<file path="config.mk">
export PLATFORM = sky130hd
export DESIGN_NAME = sdram_cmd_tracker
export DESIGN_NICKNAME = d
export VERILOG_FILES = /design/src/rtl/sdram_trk_pkg.sv /design/src/rtl/sdram_cmd_decode.sv /design/src/rtl/sdram_bank_slot.sv /design/src/rtl/sdram_cmd_tracker.sv
export SDC_FILE = /design/constraint.sdc
export NUM_CORES = 1
export LEC_CHECK = 0
export BUFFER_PORTS_ARGS = -buffer_cell sky130_fd_sc_hd__clkbuf_2
export CORE_MARGIN = 8
export CORE_UTILIZATION = 51
export DETAILED_ROUTE_END_ITERATION = 12
export PLACE_DENSITY = 0.8
export RECOVER_POWER = 50
export SLEW_MARGIN = 20
export SYNTH_ARGS = -nofsm -noshare
export SYNTH_HDL_FRONTEND = slang
export SYNTH_SLANG_ARGS = --single-unit
</file>
<file path="constraint.sdc">
create_clock -name clk_i -period 2.7 [get_ports clk_i]
set_input_delay 0.405 -clock clk_i [delete_from_list [all_inputs] [get_ports clk_i]]
set_output_delay 0.405 -clock clk_i [all_outputs]
set_load 0.02 [all_outputs]
</file>
<file path="src/rtl/sdram_trk_pkg.sv">
package sdram_trk_pkg;
  localparam int NCMD = 15;
  typedef enum logic [3:0] {
    CMD_DESEL = 4'd0,
    CMD_NOP   = 4'd1,
    CMD_ACT   = 4'd2,
    CMD_PRE   = 4'd3,
    CMD_PREA  = 4'd4,
    CMD_RD    = 4'd5,
    CMD_RDA   = 4'd6,
    CMD_WR    = 4'd7,
    CMD_WRA   = 4'd8,
    CMD_MRS   = 4'd9,
    CMD_REF   = 4'd10,
    CMD_BST   = 4'd11,
    CMD_SREF  = 4'd12,
    CMD_PDN   = 4'd13,
    CMD_FRZ   = 4'd14
  } cmd_e;
endpackage

</file>
<file path="src/rtl/sdram_cmd_decode.sv">
module sdram_cmd_decode
  import sdram_trk_pkg::*;
(
  input  logic cke_q_i,
  input  logic cke_i,
  input  logic cs_ni,
  input  logic ras_ni,
  input  logic cas_ni,
  input  logic we_ni,
  input  logic ap_i,
  input  logic all_idle_i,
  input  logic tgt_active_i,
  output cmd_e cmd_o,
  output logic legal_o
);
  logic sref_pat;
  assign sref_pat = !cs_ni && !ras_ni && !cas_ni && we_ni;

  always_comb begin
    cmd_o   = CMD_NOP;
    legal_o = 1'b1;
    if (!cke_q_i) begin
      cmd_o = CMD_FRZ;
    end else if (!cke_i && sref_pat) begin
      cmd_o   = CMD_SREF;
      legal_o = all_idle_i;
    end else if (!cke_i && all_idle_i) begin
      cmd_o = CMD_PDN;
    end else if (cs_ni) begin
      cmd_o = CMD_DESEL;
    end else begin
      unique case ({ras_ni, cas_ni, we_ni})
        3'b011: begin cmd_o = CMD_ACT; legal_o = !tgt_active_i; end
        3'b010: cmd_o = ap_i ? CMD_PREA : CMD_PRE;
        3'b101: begin cmd_o = ap_i ? CMD_RDA : CMD_RD; legal_o = tgt_active_i; end
        3'b100: begin cmd_o = ap_i ? CMD_WRA : CMD_WR; legal_o = tgt_active_i; end
        3'b000: begin cmd_o = CMD_MRS; legal_o = all_idle_i; end
        3'b001: begin cmd_o = CMD_REF; legal_o = all_idle_i; end
        3'b110: cmd_o = CMD_BST;
        default: cmd_o = CMD_NOP;
      endcase
    end
  end
endmodule

</file>
<file path="src/rtl/sdram_bank_slot.sv">
module sdram_bank_slot #(
  parameter int ROW_W = 13
) (
  input  logic             clk_i,
  input  logic             rst_ni,
  input  logic             open_en_i,
  input  logic             close_en_i,
  input  logic [ROW_W-1:0] row_i,
  output logic             active_o,
  output logic [ROW_W-1:0] row_o
);
  always_ff @(posedge clk_i or negedge rst_ni) begin
    if (!rst_ni) begin
      active_o <= 1'b0;
      row_o    <= '0;
    end else if (open_en_i) begin
      active_o <= 1'b1;
      row_o    <= row_i;
    end else if (close_en_i) begin
      active_o <= 1'b0;
    end
  end
endmodule

</file>
<file path="src/rtl/sdram_cmd_tracker.sv">
module sdram_cmd_tracker
  import sdram_trk_pkg::*;
#(
  parameter int NUM_BANKS = 4,
  parameter int ROW_W     = 13,
  parameter int COL_W     = 9,
  parameter int AP_BIT    = 10,
  localparam int BA_W     = $clog2(NUM_BANKS)
) (
  input  logic                       clk_i,
  input  logic                       rst_ni,
  input  logic                       cs_ni,
  input  logic                       ras_ni,
  input  logic                       cas_ni,
  input  logic                       we_ni,
  input  logic                       cke_i,
  input  logic [BA_W-1:0]            ba_i,
  input  logic [ROW_W-1:0]           addr_i,
  output logic [NCMD-1:0]            cmd_o,
  output logic [BA_W-1:0]            bank_o,
  output logic [ROW_W-1:0]           field_o,
  output logic                       auto_pre_o,
  output logic                       err_o,
  output logic [NUM_BANKS-1:0]       bank_active_o,
  output logic [NUM_BANKS*ROW_W-1:0] open_row_o
);
  logic cke_q;
  cmd_e cmd;
  logic legal;
  logic all_idle;
  logic tgt_active;
  logic [NCMD-1:0] cmd_oh;
  logic [ROW_W-1:0] field_d;

  assign all_idle   = ~|bank_active_o;
  assign tgt_active = bank_active_o[ba_i];

  sdram_cmd_decode u_dec (
    .cke_q_i     (cke_q),
    .cke_i       (cke_i),
    .cs_ni       (cs_ni),
    .ras_ni      (ras_ni),
    .cas_ni      (cas_ni),
    .we_ni       (we_ni),
    .ap_i        (addr_i[AP_BIT]),
    .all_idle_i  (all_idle),
    .tgt_active_i(tgt_active),
    .cmd_o       (cmd),
    .legal_o     (legal)
  );

  always_comb begin
    cmd_oh      = '0;
    cmd_oh[cmd] = 1'b1;
    unique case (cmd)
      CMD_ACT: field_d = addr_i;
      CMD_RD, CMD_RDA, CMD_WR, CMD_WRA:
        field_d = {{(ROW_W-COL_W){1'b0}}, addr_i[COL_W-1:0]};
      default: field_d = '0;
    endcase
  end

  logic is_rw_ap;
  assign is_rw_ap = (cmd == CMD_RDA) || (cmd == CMD_WRA);

  for (genvar b = 0; b < NUM_BANKS; b++) begin : g_bank
    logic hit;
    logic open_en;
    logic close_en;
    assign hit      = (ba_i == BA_W'(b));
    assign open_en  = legal && hit && (cmd == CMD_ACT);
    assign close_en = legal && ((cmd == CMD_PREA) ||
                                (hit && ((cmd == CMD_PRE) || is_rw_ap)));
    sdram_bank_slot #(.ROW_W(ROW_W)) u_slot (
      .clk_i     (clk_i),
      .rst_ni    (rst_ni),
      .open_en_i (open_en),
      .close_en_i(close_en),
      .row_i     (addr_i),
      .active_o  (bank_active_o[b]),
      .row_o     (open_row_o[b*ROW_W +: ROW_W])
    );
  end

  always_ff @(posedge clk_i or negedge rst_ni) begin
    if (!rst_ni) begin
      cke_q      <= 1'b1;
      cmd_o      <= '0;
      bank_o     <= '0;
      field_d_q_clear();
    end else begin
      cke_q      <= cke_i;
      cmd_o      <= cmd_oh;
      bank_o     <= ba_i;
      field_o    <= field_d;
      auto_pre_o <= (cmd == CMD_RDA) || (cmd == CMD_WRA);
      err_o      <= !legal;
    end
  end

  task automatic field_d_q_clear();
    field_o    <= '0;
    auto_pre_o <= 1'b0;
    err_o      <= 1'b0;
  endtask
endmodule

</file>
-- Word-level counts from Yosys, hierarchy flattened
Cells that the tools add are included.
- word-level logic and storage cells: 104
- output and inout bits: 88
- bits of input ports: 22
- register bits: 89
- $lt $le $gt $ge: 3
- muxes and demuxes: 26
- reductions and logical operators: 45
- equal/unequal tests: 16
- operators with widths (kind ; count):
    $pmux 4 s7 ; 1
    $pmux 13 s2 ; 1
    $logic_and 1x1->1 ; 22
    $mux 4 ; 5
    $eq 4x3->1 const B ; 4
    $mux 1 ; 14
    $eq 3x3->1 const B ; 3
    $eq 4x2->1 const B ; 2
    $reduce_bool 2->1 ; 4
    $reduce_or 4->1 ; 2
    $logic_not 1->1 ; 7
    $eq 3x2->1 const B ; 2
    $logic_or 1x1->1 ; 6
    $lt 4x5->1 const B ; 1
    $demux 1 s4 ; 1
    $eq 2x2->1 const B ; 2
    $eq 4x4->1 const B ; 1
    $ge 4x1->1 const B ; 1
    $reduce_or 2->1 ; 2
    $eq 3x1->1 const B ; 1
    $logic_not 3->1 ; 1
    $lt 2x3->1 const B ; 1
    $mux 3 ; 1
    $pmux 1 s3 ; 1
    other kinds (4) ; 4

-- Logic depth before layout (Yosys ltp)
- depth in word-level cells: 15
- gate-level depth with buffers: 7
- depth with buffers taken out: 5

-- Hierarchy
A second synthesis with hierarchy kept.
- cell total of the unflattened synthesis: 251
- area total of the unflattened synthesis: 3597.2 um2
- modules (own cells, without submodules) (module ; area each (um2) ; sequential area each (um2) ; cells each ; times used):
    sdram_bank_slot ; 520.5 ; 350.3 ; 30 ; 4
    sdram_cmd_tracker ; 1312.5 ; 827.0 ; 98 ; 1
    sdram_cmd_decode ; 202.7 ; 0.0 ; 33 ; 1

-- Worst setup path after synthesis
Ideal clock, no wire load.
- kind: flip-flop to flip-flop
- start point: register g_bank[0].u_slot.active_o
- end point: register g_bank[0].u_slot.active_o
- library setup time: 0.126 ns
- period minus slack after synthesis: 2.085 ns
- path slack: 0.615 ns
- data arrival time: 1.959 ns
- buffers on the path: 0
- stages on the path, launching flop included: 6
- path through: dfrtp_1 -> or4_4 -> o21bai_2 -> a21oi_1 -> or4_4 -> a221o_1
- longest elaborated chain between the ends: 13
- elaborated cells between the ends (all ways): 28
- ends and longest elaborated chain (item ; line ; text):
    start: declaration ; sdram_bank_slot.sv:9 ; output logic active_o,
    start signal: assignment ; sdram_bank_slot.sv:14 ; active_o <= 1'b0;
    start signal: assignment ; sdram_bank_slot.sv:17 ; active_o <= 1'b1;
    start signal: assignment ; sdram_bank_slot.sv:20 ; active_o <= 1'b0;
    $reduce_or 4->1 ; sdram_cmd_tracker.sv:35 ; assign all_idle = ~|bank_active_o;
    $logic_not 1->1 ; sdram_cmd_tracker.sv:35 ;
    $logic_and 1x1->1 ; sdram_cmd_decode.sv:27 ; end else if (!cke_i && all_idle_i) begin
    $mux 4 ; sdram_cmd_decode.sv:27 ;
    $mux 4 ; sdram_cmd_decode.sv:24 ; end else if (!cke_i && sref_pat) begin
    $mux 4 ; sdram_cmd_decode.sv:22 ; if (!cke_q_i) begin
    $eq 4x3->1 / $eq 4x4->1 (equally long branches) ; sdram_cmd_tracker.sv:64 ; assign is_rw_ap = (cmd == CMD_RDA) || (cmd == CMD_WRA);
    $logic_or 1x1->1 ; sdram_cmd_tracker.sv:64 ;
    $logic_or 1x1->1 ; sdram_cmd_tracker.sv:73 ; (hit && ((cmd == CMD_PRE) || is_rw_ap)));
    $logic_and 1x1->1 ; sdram_cmd_tracker.sv:73 ;
    $logic_or 1x1->1 ; sdram_cmd_tracker.sv:72 ; assign close_en = legal && ((cmd == CMD_PREA) ||
    $logic_and 1x1->1 ; sdram_cmd_tracker.sv:72 ;
    $reduce_bool 2->1 (no line) ; - ;
Parallel ways exist; a longest one is shown, timed or not. The select of a mux whose other input is x is not followed.
A chain may end at the register's enable or synchronous reset.

-- Worst setup path in the final report
- start point: register g_bank[0].u_slot.active_o
- end point: register g_bank[2].u_slot.row_o[0]
- longest elaborated chain between the ends: 10
- elaborated cells between the ends (all ways): 17
- ends and longest elaborated chain (item ; line ; text):
    $bmux 1 s2 ; sdram_cmd_tracker.sv:36 ; assign tgt_active = bank_active_o[ba_i];
    $mux 1 (implied by the code) ; sdram_cmd_tracker.sv:36 ;
    $logic_not 1->1 ; sdram_cmd_decode.sv:33 ; 3'b011: begin cmd_o = CMD_ACT; legal_o = !tgt_active_i; end
    $pmux 1 s3 ; sdram_cmd_decode.sv:32 ; unique case ({ras_ni, cas_ni, we_ni})
    $mux 1 ; sdram_cmd_decode.sv:29 ; end else if (cs_ni) begin
    $mux 1 ; sdram_cmd_decode.sv:27 ;
    $mux 1 ; sdram_cmd_decode.sv:24 ;
    $mux 1 ; sdram_cmd_decode.sv:22 ;
    $logic_and 1x1->1 ; sdram_cmd_tracker.sv:71 ; assign open_en = legal && hit && (cmd == CMD_ACT);
    $logic_and 1x1->1 (*) ; sdram_cmd_tracker.sv:71 ;
    end signal: assignment ; sdram_bank_slot.sv:18 ; row_o <= row_i;
    end: declaration ; sdram_bank_slot.sv:10 ; output logic [ROW_W-1:0] row_o
Every way passes the cells marked *; elsewhere a longest branch is shown, timed or not. The select of a mux whose other input is x is not followed.

==> results.py <==
metrics = {
    "outcome": {
        "status": "complete, but fails checks",
        "failed_checks": "capacitance limit, slew limit",
    },
    "setup_path": {
        "r2r_end": "g_bank[2].u_slot.row_o[0]$_DFFE_PN0P_",
        "rr_worst_depth": 5,
        "worstSetupEndpointType": "flip-flop",
        "rr_startpoint": "g_bank[0].u_slot.active_o$_DFFE_PN0P_",
        "crit_path_max_incr_delay_ps": 570,
        "timing.critical_path.buf_inv": 0,
        "r2r_slack_ps": 380,
        "start_kind": "flip-flop",
        "critPathKind": "reg2reg",
        "crit_required_ps": 2930,
        "critPathArrivalTime_ps": 2550,
        "crit_path_cell_trace": "nor4_1, a211oi_2, nand2b_4, or2_1, mux2_2",
        "cp_slowest_cell": "or2_1",
        "crit_family": "simple AND/OR/NAND/NOR gates",
        "crit_start": "g_bank[0].u_slot.active_o$_DFFE_PN0P_",
        "cp_max_fo": 13,
    },
    "logic_synthesis": {
        "synth-edff-count": 0,
        "syn-num-nets": 273,
        "syn_area_mm2": 0.003553,
        "yosysTopAreaCellShare": 0.6197,
        "yosysMostFrequentCell": "dfrtp_1",
        "async_reset_ff_frac": 1.000,
        "synthFlopType": "dfrtp_1",
        "ys_warn_count": 0,
        "synth_cells": 251,
        "ys_types": 39,
        "ys_top_cells_by_count": "88 x dfrtp_1, 23 x mux2_2, 19 x mux2_1",
        "yosysTopAreaCell": "dfrtp_1",
        "synth_seq_cells": 89,
        "synth-seq-area-share": 0.6271,
        "avgSynthCellArea_um2": 14.16,
        "ys_top_cells_by_area": "dfrtp_1 62%, mux2_2 7.3%, mux2_1 6.0%",
    },
    "grt": {
        "grt_pass1_vias": 2451,
        "grt_max_degree": 51,
        "grt_util_all_layers": 0.1702,
        "overflow": 0,
        "antenna_found_initial": 0,
        "grt_pass1_wl_um": 13090,
    },
    "detailed_routing": {
        "viasPerCell": 5.223,
        "drt-pass1-iter-count": 4,
        "drc": 0,
        "routed_wirelength_um": 8202,
        "wl_per_cell_um": 18.47,
        "first_iter_violations": 47,
        "drtAntennaViolNets": 0,
        "vias": 2319,
    },
    "die": {
        "floorplan.initialDensity": 0.5259,
        "die_h_um": 99.47,
        "dieArea_mm2": 0.009894,
        "io_pins": 110,
        "design.core.area_mm2": 0.006756,
        "rows": 30,
        "fp.dieW_um": 99.47,
    },
    "clock_tree": {
        "clk_latency_ps": 340,
        "cts_buffers": 9,
        "ctsHoldBuffers": 0,
        "ctsResizeCount": 0,
        "cts_setup_buffers": 0,
        "clock_sink_count": 89,
        "htree_levels": 3,
        "cts.path.max_buffers": 2,
        "ctsRootBufferMaster": "clkbuf_8",
        "tritoncts": "done",
        "clk_pin_slew_ps": 90,
    },
    "pwr": {
        "powerDensity_mw_per_mm2": 607.1,
        "leakagePower_nw": 2.252,
        "ir_worst_vdd_uv": 424.8,
    },
    "sta": {
        "fin_skew_ps": 6.391,
        "slew_headroom": -0.4191,
        "period_needed_ps": 2316,
        "hold_viol_final": 0,
        "setup_tns_ps": 0,
        "max_freq_mhz": 431.8,
        "setup_violations": 0,
        "slew_viol_final": 40,
        "tightest_slew_ps": 2129,
        "rsz0062_at_grt": "no",
        "min_period_over_period": 0.8578,
    },
    "place": {
        "io_buffers": 109,
        "gp_congestion": 0.8217,
        "place_hpwl_um": 5918,
    },
    "min_path": {
        "hold_depth": 1,
        "hold_path_end": "cke_q$_DFF_PN1_",
        "hp-class": "in2reg",
        "min-delay-start": "cke_i",
    },
    "layout": {
        "area_growth_pct": 21.30,
        "fin_nets": 381,
        "diodes": 0,
        "utilization": 0.6380,
        "drive_gt1_frac": 0.3462,
        "fill_cells": 540,
    },
    "run": {
        "maxCapViolations": 1,
    },
}
## routing by layer
| metal | track usage | part of all wire | vias to the layer above |
|---|---|---|---|
| li1 | - | - | 1085 |
| met1 | 0.2080 | 0.43 | 1152 |
| met2 | 0.2727 | 0.49 | 74 |
| met3 | 0.05726 | 0.074 | 8 |
| met4 | 0.06403 | 0.011 | 0 |
| met5 | 0 | 0 | - |
## cells by family (layout without fill, tap and decap cells)
family          after synthesis  in the layout  synth area share
compound gates               24             24           0.04824
buf+inv                      20            133           0.03380
flops                        89             89            0.6271
simple gates                 65             65            0.1092
mux                          53             53            0.1817
## registers in the layout, indices dropped and copies added (netlist names)
signal	count
auto_pre_o	1
bank_o	2
cke_q	1
cmd_o	15
err_o	1
field_o	13
g_bank.u_slot.active_o	4
g_bank.u_slot.row_o	52
## cells in the final DEF (no fill, tap or decap), types with 2 or more instances in the layout
cell	n
or4_4	2
clkbuf_1	43
nand3b_1	3
a211o_1	3
nand2b_1	6
nor3_1	8
and2_1	15
mux2_1	19
o21a_1	2
mux2_2	23
a21oi_1	7
clkbuf_2	66
or2_1	2
buf_4	3
nor4_1	4
nor2_1	15
clkbuf_8	10
mux2_4	10
inv_1	4
bufinv_16	2
o21ai_0	3
or2b_1	2
and3_1	3
nand2b_4	2
dfrtp_1	88
## layout make-up
cell class	count	area [um^2]	share of cell area
clock buffer	10	137.6	0.03193
clock inverter	6	90.09	0.02090
inverter	4	15.01	0.003483
multi-input combinational	142	1205	0.2795
sequential	89	2228	0.5170
tap	80	100.1	0.02322
timing repair buffer	113	534.3	0.1239
## through the flow
| step | total power [mW] | setup slack [ps] | cells | area (um^2) | hold WS, ps |
|---|---|---|---|---|---|
| floorplan | 1.526 | 614.8 | 251 | 3553 | 109.4 |
| global placement | 1.634 | 384.4 | 428 | 4139 | 406.3 |
| detailed placement | 1.641 | 294.1 | 428 | 4139 | 412.4 |
| CTS | 2.649 | 386.8 | 444 | 4367 | 33.18 |
| global route | 2.739 | 279.5 | 444 | 4310 | 198.4 |
| finish | 2.617 | 384.0 | 444 | 4310 | 208.7 |
## worst register-to-register path: cells and delay by family (launching register included)
| kind | cells | cell delay [ps] |
|---|---|---|
| flops | 1 | 430 |
| simple gates | 3 | 1190 |
| compound gates | 1 | 180 |
| mux | 1 | 410 |
## worst max-delay path by stage
stage,end,slack (ps),depth (start not counted)
5_1_grt,g_bank[2].u_slot.row_o[1]$_DFFE_PN0P_,280,5
6_report,g_bank[2].u_slot.row_o[0]$_DFFE_PN0P_,380,5
2_1_floorplan,g_bank[0].u_slot.active_o$_DFFE_PN0P_,610,5
4_1_cts,g_bank[2].u_slot.row_o[0]$_DFFE_PN0P_,390,5
3_5_place_dp,g_bank[2].u_slot.row_o[11]$_DFFE_PN0P_,290,5
3_3_place_gp,g_bank[2].u_slot.row_o[8]$_DFFE_PN0P_,380,5
## report_power, final
group | switching, mW | internal, mW
Clock | 0.461 | 0.550
Combinational | 0.145 | 0.0732
Sequential | 0.0190 | 1.37
(Power assumes the default switching activity.)
